### config.mk
export PLATFORM = sky130hd
export DESIGN_NAME = txDmaSeq
export DESIGN_NICKNAME = d
export VERILOG_FILES = /design/src/rtl/txdma_pkg.sv /design/src/rtl/txDmaDatapath.sv /design/src/rtl/txDmaCtrl.sv /design/src/rtl/txDmaSeq.sv
export SDC_FILE = /design/constraint.sdc
export NUM_CORES = 1
export LEC_CHECK = 0
export BUFFER_PORTS_ARGS = -buffer_cell sky130_fd_sc_hd__buf_2
export CAP_MARGIN = 25
export CELL_PAD_IN_SITES_DETAIL_PLACEMENT = 0
export CELL_PAD_IN_SITES_GLOBAL_PLACEMENT = 1
export CORE_ASPECT_RATIO = 0.5
export CORE_MARGIN = 5
export CORE_UTILIZATION = 36
export CTS_BUF_LIST = sky130_fd_sc_hd__clkbuf_4 sky130_fd_sc_hd__clkbuf_8 sky130_fd_sc_hd__clkbuf_16
export DETAILED_ROUTE_END_ITERATION = 12
export PLACE_DENSITY_LB_ADDON = 0.1
export SYNTH_ARGS = -nofsm -noshare
export SYNTH_HDL_FRONTEND = slang
export SYNTH_SLANG_ARGS = --single-unit
### constraint.sdc
create_clock -name clk -period 2.55 [get_ports clk]
set_clock_uncertainty 0.1 [all_clocks]
set_input_delay 0.255 -clock clk [delete_from_list [all_inputs] [get_ports clk]]
set_output_delay 0.255 -clock clk [all_outputs]
set_load 0.02 [all_outputs]
### src/rtl/txdma_pkg.sv
package txdma_pkg;

  typedef enum logic [2:0] {
    ST_IDLE,
    ST_LAUNCH,
    ST_RUN,
    ST_RDWAIT,
    ST_STATUS,
    ST_RELEASE,
    ST_RETIRE
  } seqState_t;

  typedef struct packed {
    logic capPkt;
    logic clrAttempt;
    logic loadAddr;
    logic incAddr;
    logic incAttempt;
    logic latchOk;
    logic latchXs;
    logic selStatus;
  } seqStrobe_t;

endpackage

### src/rtl/txDmaDatapath.sv
module txDmaDatapath
  import txdma_pkg::*;
#(
  parameter int ADDR_W    = 11,
  parameter int PKT_W     = 6,
  parameter int DATA_W    = 16,
  parameter int MAX_TRIES = 16,
  parameter int DATA_OFS  = 4,
  parameter int ADDR_STEP = 2
) (
  input  logic              clk,
  input  logic              rstN,
  input  seqStrobe_t        stb,
  input  logic [PKT_W-1:0]  qHeadPkt,
  input  logic              macOk,
  output logic [PKT_W-1:0]  pktOut,
  output logic [ADDR_W-1:0] addrOut,
  output logic [DATA_W-1:0] wdataOut,
  output logic              resultOk,
  output logic              lastTry
);

  localparam int TRY_W = $clog2(MAX_TRIES + 1);
  localparam logic [ADDR_W-1:0] START_ADDR = ADDR_W'(DATA_OFS);
  localparam logic [ADDR_W-1:0] STEP       = ADDR_W'(ADDR_STEP);
  localparam logic [TRY_W-1:0]  TRY_LIMIT  = TRY_W'(MAX_TRIES);

  logic [PKT_W-1:0]  pktQ;
  logic [ADDR_W-1:0] addrQ;
  logic [TRY_W-1:0]  triesQ;
  logic              okQ;
  logic              xsQ;
  logic [DATA_W-1:0] statusWord;

  always_ff @(posedge clk) begin
    if (!rstN) begin
      pktQ   <= '0;
      addrQ  <= '0;
      triesQ <= '0;
      okQ    <= 1'b0;
      xsQ    <= 1'b0;
    end else begin
      if (stb.capPkt) begin
        pktQ <= qHeadPkt;
        okQ  <= 1'b0;
        xsQ  <= 1'b0;
      end
      if (stb.clrAttempt)      triesQ <= '0;
      else if (stb.incAttempt) triesQ <= triesQ + 1'b1;
      if (stb.loadAddr)        addrQ <= START_ADDR;
      else if (stb.incAddr)    addrQ <= addrQ + STEP;
      if (stb.latchOk) begin
        okQ <= macOk;
        xsQ <= 1'b0;
      end else if (stb.latchXs) begin
        okQ <= 1'b0;
        xsQ <= 1'b1;
      end
    end
  end

  always_comb begin
    statusWord = '0;
    statusWord[DATA_W-1] = okQ;
    statusWord[DATA_W-2] = xsQ;
    statusWord[TRY_W-1:0] = triesQ;
  end

  assign pktOut   = pktQ;
  assign addrOut  = stb.selStatus ? '0 : addrQ;
  assign wdataOut = stb.selStatus ? statusWord : '0;
  assign resultOk = okQ;
  assign lastTry  = (triesQ >= TRY_LIMIT);


  tries_bound_chk: assert property (@(posedge clk) disable iff (!rstN)
    triesQ <= TRY_LIMIT);


  addr_reload_chk: assert property (@(posedge clk) disable iff (!rstN)
    stb.loadAddr |=> addrQ == START_ADDR);


  addr_step_chk: assert property (@(posedge clk) disable iff (!rstN)
    (stb.incAddr && !stb.loadAddr) |=> addrQ == $past(addrQ) + STEP);

endmodule

### src/rtl/txDmaCtrl.sv
module txDmaCtrl
  import txdma_pkg::*;
(
  input  logic       clk,
  input  logic       rstN,
  input  logic       txEnable,
  input  logic       autoRelease,
  input  logic       qNotEmpty,
  input  logic       macRdReq,
  input  logic       macColl,
  input  logic       macDone,
  input  logic       memGrant,
  input  logic       relAck,
  input  logic       resultOk,
  input  logic       lastTry,
  output seqStrobe_t stb,
  output logic       macStart,
  output logic       macRdAck,
  output logic       memReq,
  output logic       memWe,
  output logic       qPop,
  output logic       cqPush,
  output logic       relReq
);

  seqState_t stateQ, stateD;

  always_ff @(posedge clk) begin
    if (!rstN) stateQ <= ST_IDLE;
    else       stateQ <= stateD;
  end

  always_comb begin
    stateD   = stateQ;
    stb      = '0;
    macStart = 1'b0;
    macRdAck = 1'b0;
    memReq   = 1'b0;
    memWe    = 1'b0;
    qPop     = 1'b0;
    cqPush   = 1'b0;
    relReq   = 1'b0;
    unique case (stateQ)
      ST_IDLE: begin
        if (txEnable && qNotEmpty) begin
          stb.capPkt     = 1'b1;
          stb.clrAttempt = 1'b1;
          stateD         = ST_LAUNCH;
        end
      end
      ST_LAUNCH: begin
        macStart       = 1'b1;
        stb.loadAddr   = 1'b1;
        stb.incAttempt = 1'b1;
        stateD         = ST_RUN;
      end
      ST_RUN: begin
        if (macColl) begin
          if (lastTry) begin
            stb.latchXs = 1'b1;
            stateD      = ST_STATUS;
          end else begin
            stateD = ST_LAUNCH;
          end
        end else if (macDone) begin
          stb.latchOk = 1'b1;
          stateD      = ST_STATUS;
        end else if (macRdReq) begin
          stateD = ST_RDWAIT;
        end
      end
      ST_RDWAIT: begin
        memReq = 1'b1;
        if (memGrant) begin
          stb.incAddr = 1'b1;
          macRdAck    = 1'b1;
          stateD      = ST_RUN;
        end
      end
      ST_STATUS: begin
        memReq        = 1'b1;
        memWe         = 1'b1;
        stb.selStatus = 1'b1;
        if (memGrant)
          stateD = (autoRelease && resultOk) ? ST_RELEASE : ST_RETIRE;
      end
      ST_RELEASE: begin
        relReq = 1'b1;
        if (relAck) begin
          qPop   = 1'b1;
          stateD = ST_IDLE;
        end
      end
      ST_RETIRE: begin
        qPop   = 1'b1;
        cqPush = 1'b1;
        stateD = ST_IDLE;
      end
      default: stateD = ST_IDLE;
    endcase
  end


  idle_hold_chk: assert property (@(posedge clk) disable iff (!rstN)
    (stateQ == ST_IDLE && !(txEnable && qNotEmpty)) |=> stateQ == ST_IDLE);


  start_pulse_chk: assert property (@(posedge clk) disable iff (!rstN)
    macStart |=> !macStart);


  push_pop_chk: assert property (@(posedge clk) disable iff (!rstN)
    cqPush |-> (qPop && !relReq));


  release_hold_chk: assert property (@(posedge clk) disable iff (!rstN)
    (relReq && !relAck) |=> relReq);


  release_pop_chk: assert property (@(posedge clk) disable iff (!rstN)
    (relReq && relAck) |-> (qPop && !cqPush));

endmodule

### src/rtl/txDmaSeq.sv
module txDmaSeq
  import txdma_pkg::*;
#(
  parameter int ADDR_W    = 11,
  parameter int PKT_W     = 6,
  parameter int DATA_W    = 16,
  parameter int MAX_TRIES = 16,
  parameter int DATA_OFS  = 4,
  parameter int ADDR_STEP = 2
) (
  input  logic              clk,
  input  logic              rstN,
  input  logic              txEnable,
  input  logic              autoRelease,
  input  logic              qNotEmpty,
  input  logic [PKT_W-1:0]  qHeadPkt,
  output logic              qPop,
  output logic              macStart,
  input  logic              macRdReq,
  output logic              macRdAck,
  input  logic              macColl,
  input  logic              macDone,
  input  logic              macOk,
  output logic              memReq,
  output logic              memWe,
  output logic [ADDR_W-1:0] memAddr,
  output logic [DATA_W-1:0] memWdata,
  output logic [PKT_W-1:0]  memPkt,
  input  logic              memGrant,
  output logic              cqPush,
  output logic [PKT_W-1:0]  cqPkt,
  output logic              relReq,
  output logic [PKT_W-1:0]  relPkt,
  input  logic              relAck
);

  seqStrobe_t       stb;
  logic             resultOk;
  logic             lastTry;
  logic [PKT_W-1:0] pktNum;

  txDmaCtrl u_ctrl (
    .clk(clk), .rstN(rstN),
    .txEnable(txEnable), .autoRelease(autoRelease), .qNotEmpty(qNotEmpty),
    .macRdReq(macRdReq), .macColl(macColl), .macDone(macDone),
    .memGrant(memGrant), .relAck(relAck),
    .resultOk(resultOk), .lastTry(lastTry),
    .stb(stb), .macStart(macStart), .macRdAck(macRdAck),
    .memReq(memReq), .memWe(memWe), .qPop(qPop),
    .cqPush(cqPush), .relReq(relReq)
  );

  txDmaDatapath #(
    .ADDR_W(ADDR_W), .PKT_W(PKT_W), .DATA_W(DATA_W),
    .MAX_TRIES(MAX_TRIES), .DATA_OFS(DATA_OFS), .ADDR_STEP(ADDR_STEP)
  ) u_dp (
    .clk(clk), .rstN(rstN), .stb(stb),
    .qHeadPkt(qHeadPkt), .macOk(macOk),
    .pktOut(pktNum), .addrOut(memAddr), .wdataOut(memWdata),
    .resultOk(resultOk), .lastTry(lastTry)
  );

  assign memPkt = pktNum;
  assign cqPkt  = pktNum;
  assign relPkt = pktNum;


  req_hold_chk: assert property (@(posedge clk) disable iff (!rstN)
    (memReq && !memGrant) |=> (memReq && $stable(memAddr) && $stable(memWe)
                               && $stable(memPkt)));


  ack_grant_chk: assert property (@(posedge clk) disable iff (!rstN)
    macRdAck |-> (memReq && memGrant && !memWe));


  pkt_stable_chk: assert property (@(posedge clk) disable iff (!rstN)
    (memReq || relReq) |=> $stable(memPkt) || macStart || $past(!memReq && !relReq));

endmodule

==> results.json <==
{
  "status": "complete, no violations",
  "vias": 1334,
  "crit_chain": "and2_1 -> inv_1 -> nand2_1 -> buf_2",
  "drv_slew": 0,
  "die-area_um2": 5830,
  "p_seq_share_pct": 39.7,
  "cts_resized": 0,
  "rows": 16,
  "period_share_pct": 88.3,
  "timing.hold.ws_ns": 0.129,
  "wl_per_cell_um": 13.0,
  "p_comb_share_pct": 41.5,
  "grt_max_degree": 21,
  "dp_hpwl_um": 2670,
  "drc": 0,
  "die_w_um": 103,
  "finalNetCount": 246,
  "worstSetupEndpointType": "output port",
  "max_stage_delay_ns": 0.76,
  "grt_use_total_pct": 12.3,
  "tightest_slew_ns": 0.675,
  "gp_congestion": 0.745,
  "cap_violations": 0,
  "wirelength_um": 3630,
  "die_h_um": 56.6,
  "finalHoldViolations": 0,
  "hold_start": "qHeadPkt[5]",
  "avgSynthCellArea_um2": 8.44,
  "r2r-start": "u_ctrl.stateQ[2]",
  "slowest_stage": "dfxtp_1",
  "syn2layout_area_growth_pct": 14.6,
  "numCtsBuffers": 3,
  "max_freq_mhz": 444,
  "synth_cells": 185,
  "htree_levels": 1,
  "crit_path_start_kind": "flip-flop",
  "ys_seq_area_share_pct": 33.3,
  "critPathLaunch": "u_ctrl.stateQ[2]",
  "path_buf_inv": 2,
  "postCtsHoldBufs": 0,
  "cp_max_fo": 20,
  "drive_gt1_share_pct": 30.5,
  "ir_drop_mv": 0.231,
  "worst_slew_margin_rel_pct": 55.0,
  "cts.sinks": 26,
  "cts_tree": "yes",
  "layout_commonest_cell": "buf_2",
  "post-route-min-period_ns": 2.25,
  "clockPowerShare_pct": 18.8,
  "io_pins": 69,
  "p_switching_w": 0.000582,
  "numPortBuffers": 58,
  "antenna_cells": 0,
  "ctsLongestPathBuffers": 2,
  "layout_common_cells": "buf_2, dfxtp_1, nor2_1",
  "p_int_w": 0.000821,
  "hold_class": "primary input to flip-flop",
  "grt_pass1_vias": 1227,
  "cts_post_setup_buffers_inserted": 0,
  "drtIter0Drc": 22,
  "fin_setup_tns_ns": 0,
  "synth_warnings": 0,
  "synth_cell_type_count": 41,
  "syn_area_um2": 1560,
  "synth_seq_cells": 26,
  "rsz0062_at_grt": "no",
  "p_sw_share_pct": 41.5,
  "required_ns": 2.19,
  "core_um2": 4040,
  "cpLargestDelayFamily": "flip-flops",
  "clockRootBuffer": "clkbuf_8",
  "antenna_found_initial": 0,
  "power.density_nw_per_um2": 785,
  "grt_pass1_wl_um": 5810,
  "initial_utilization_pct": 38.6,
  "cp.arrival_ns": 1.90,
  "via_per_inst": 4.76,
  "overflow": 0,
  "clkLatencyLatePin_ns": 0.27,
  "antenna_left": 0,
  "setup_viol": 0,
  "drtPass1Iterations": 4,
  "p_leak_nw": 0.904,
  "crit_type": "flip-flop to output port",
  "path_clk_slew_ns": 0.09
}
tightest hold or removal path: stages:
cell     delay (ns)
buf_2          0.10
nand3_1        0.05
a21oi_1        0.05
synthesized netlist by cell type, drive strengths merged:
cell type / n / area (um2)
conb: 1 / 3.75
a21oi: 9 / 45.0
nand3: 11 / 55.1
a32oi: 1 / 8.76
nand2: 15 / 56.3
nor3b: 2 / 37.5
and4b: 1 / 10.0
nor2: 16 / 60.1
a211oi: 1 / 7.51
a31oi: 1 / 6.26
nand3b: 3 / 22.5
and2: 3 / 18.8
xnor2: 2 / 17.5
xor2: 10 / 87.6
a21boi: 1 / 7.51
and3b: 3 / 26.3
a2bb2oi: 1 / 15.0
nor2b: 11 / 68.8
nand4: 6 / 37.5
dfxtp: 26 / 521
and4: 1 / 8.76
clkinv: 1 / 3.75
buf: 30 / 223
mux2: 1 / 11.3
o21ai: 2 / 10.0
a21o: 1 / 7.51
nand2b: 1 / 6.26
ha: 2 / 25.0
a211o: 1 / 8.76
mux2i: 2 / 20.0
or2: 1 / 6.26
inv: 3 / 11.3
clkbuf: 1 / 3.75
o22ai: 1 / 6.26
a311oi: 2 / 23.8
and3: 10 / 67.6
or3: 1 / 6.26
registers in the layout, indices dropped and copies added, names as in the netlist:
register / cells
u_dp.pktOut: 6
u_dp.addrQ: 10
u_dp.resultOk: 1
u_ctrl.stateQ: 3
u_dp.triesQ: 5
u_dp.xsQ: 1
layout make-up:
class                           count  area, um2
Clock buffer                        4       55.1
Fill cell                         433       2250
Inverter                            4       15.0
Multi-Input combinational cell    133        833
Sequential cell                    26        520
Tap cell                           54       67.6
Timing Repair Buffer               59        298
power by group through the flow:
stage          Combinational [W]  Clock, W  Sequential [W]
2_1_floorplan           0.000556         0        0.000506
3_3_place_gp            0.000587         0        0.000562
3_5_place_dp            0.000587         0        0.000563
4_1_cts                 0.000591  0.000278        0.000555
5_1_grt                 0.000640  0.000297        0.000572
6_report                0.000583  0.000264        0.000557
path summary, 6_finish.rpt:
kind                     to  slack, ns  cells after the start
max                  memReq       0.30                      4
min          u_dp.pktOut[5]       0.13                      3
max reg2reg        u_dp.xsQ       0.58                      4
min reg2reg   u_dp.resultOk       0.38                      2
cells by family (layout without fill, tap and decap cells):
logic type	Yosys count	after routing	synth area share, %
AOI/OAI and AO/OA	21	21	9.38
and+or+nand+nor	85	85	31.3
xor gates and xnor gates	12	12	6.73
buffers and inverters	35	67	15.5
muxes	3	3	2.00
DFF	26	26	33.3
other	1	10	0.240
adders and majority gates	2	2	1.60
through the flow:
| stage | instances | setup slack, ns | total power (W) | area (um2) | utilization (%) |
|---|---|---|---|---|---|
| after floorplan | 194 | 0.973 | 0.00106 | 1600 | - |
| after global placement | 276 | 0.610 | 0.00115 | 1730 | 42.9 |
| after detailed placement | 276 | 0.591 | 0.00115 | 1730 | 42.9 |
| after CTS | 280 | 0.267 | 0.00142 | 1790 | 44.2 |
| after global routing | 280 | 0.123 | 0.00151 | 1790 | 44.2 |
| final | 280 | 0.297 | 0.00140 | 1790 | 44.2 |
metal layers:
metal / track usage, % / vias up / share of wire (%)
met5: 0 / - / 0
met4: 2.21 / 0 / 0.80
met3: 3.71 / 2 / 9.3
met2: 19.8 / 49 / 43
met1: 16.3 / 606 / 47
li1: - / 677 / -
Note: power is estimated with default switching activity, not from simulation.
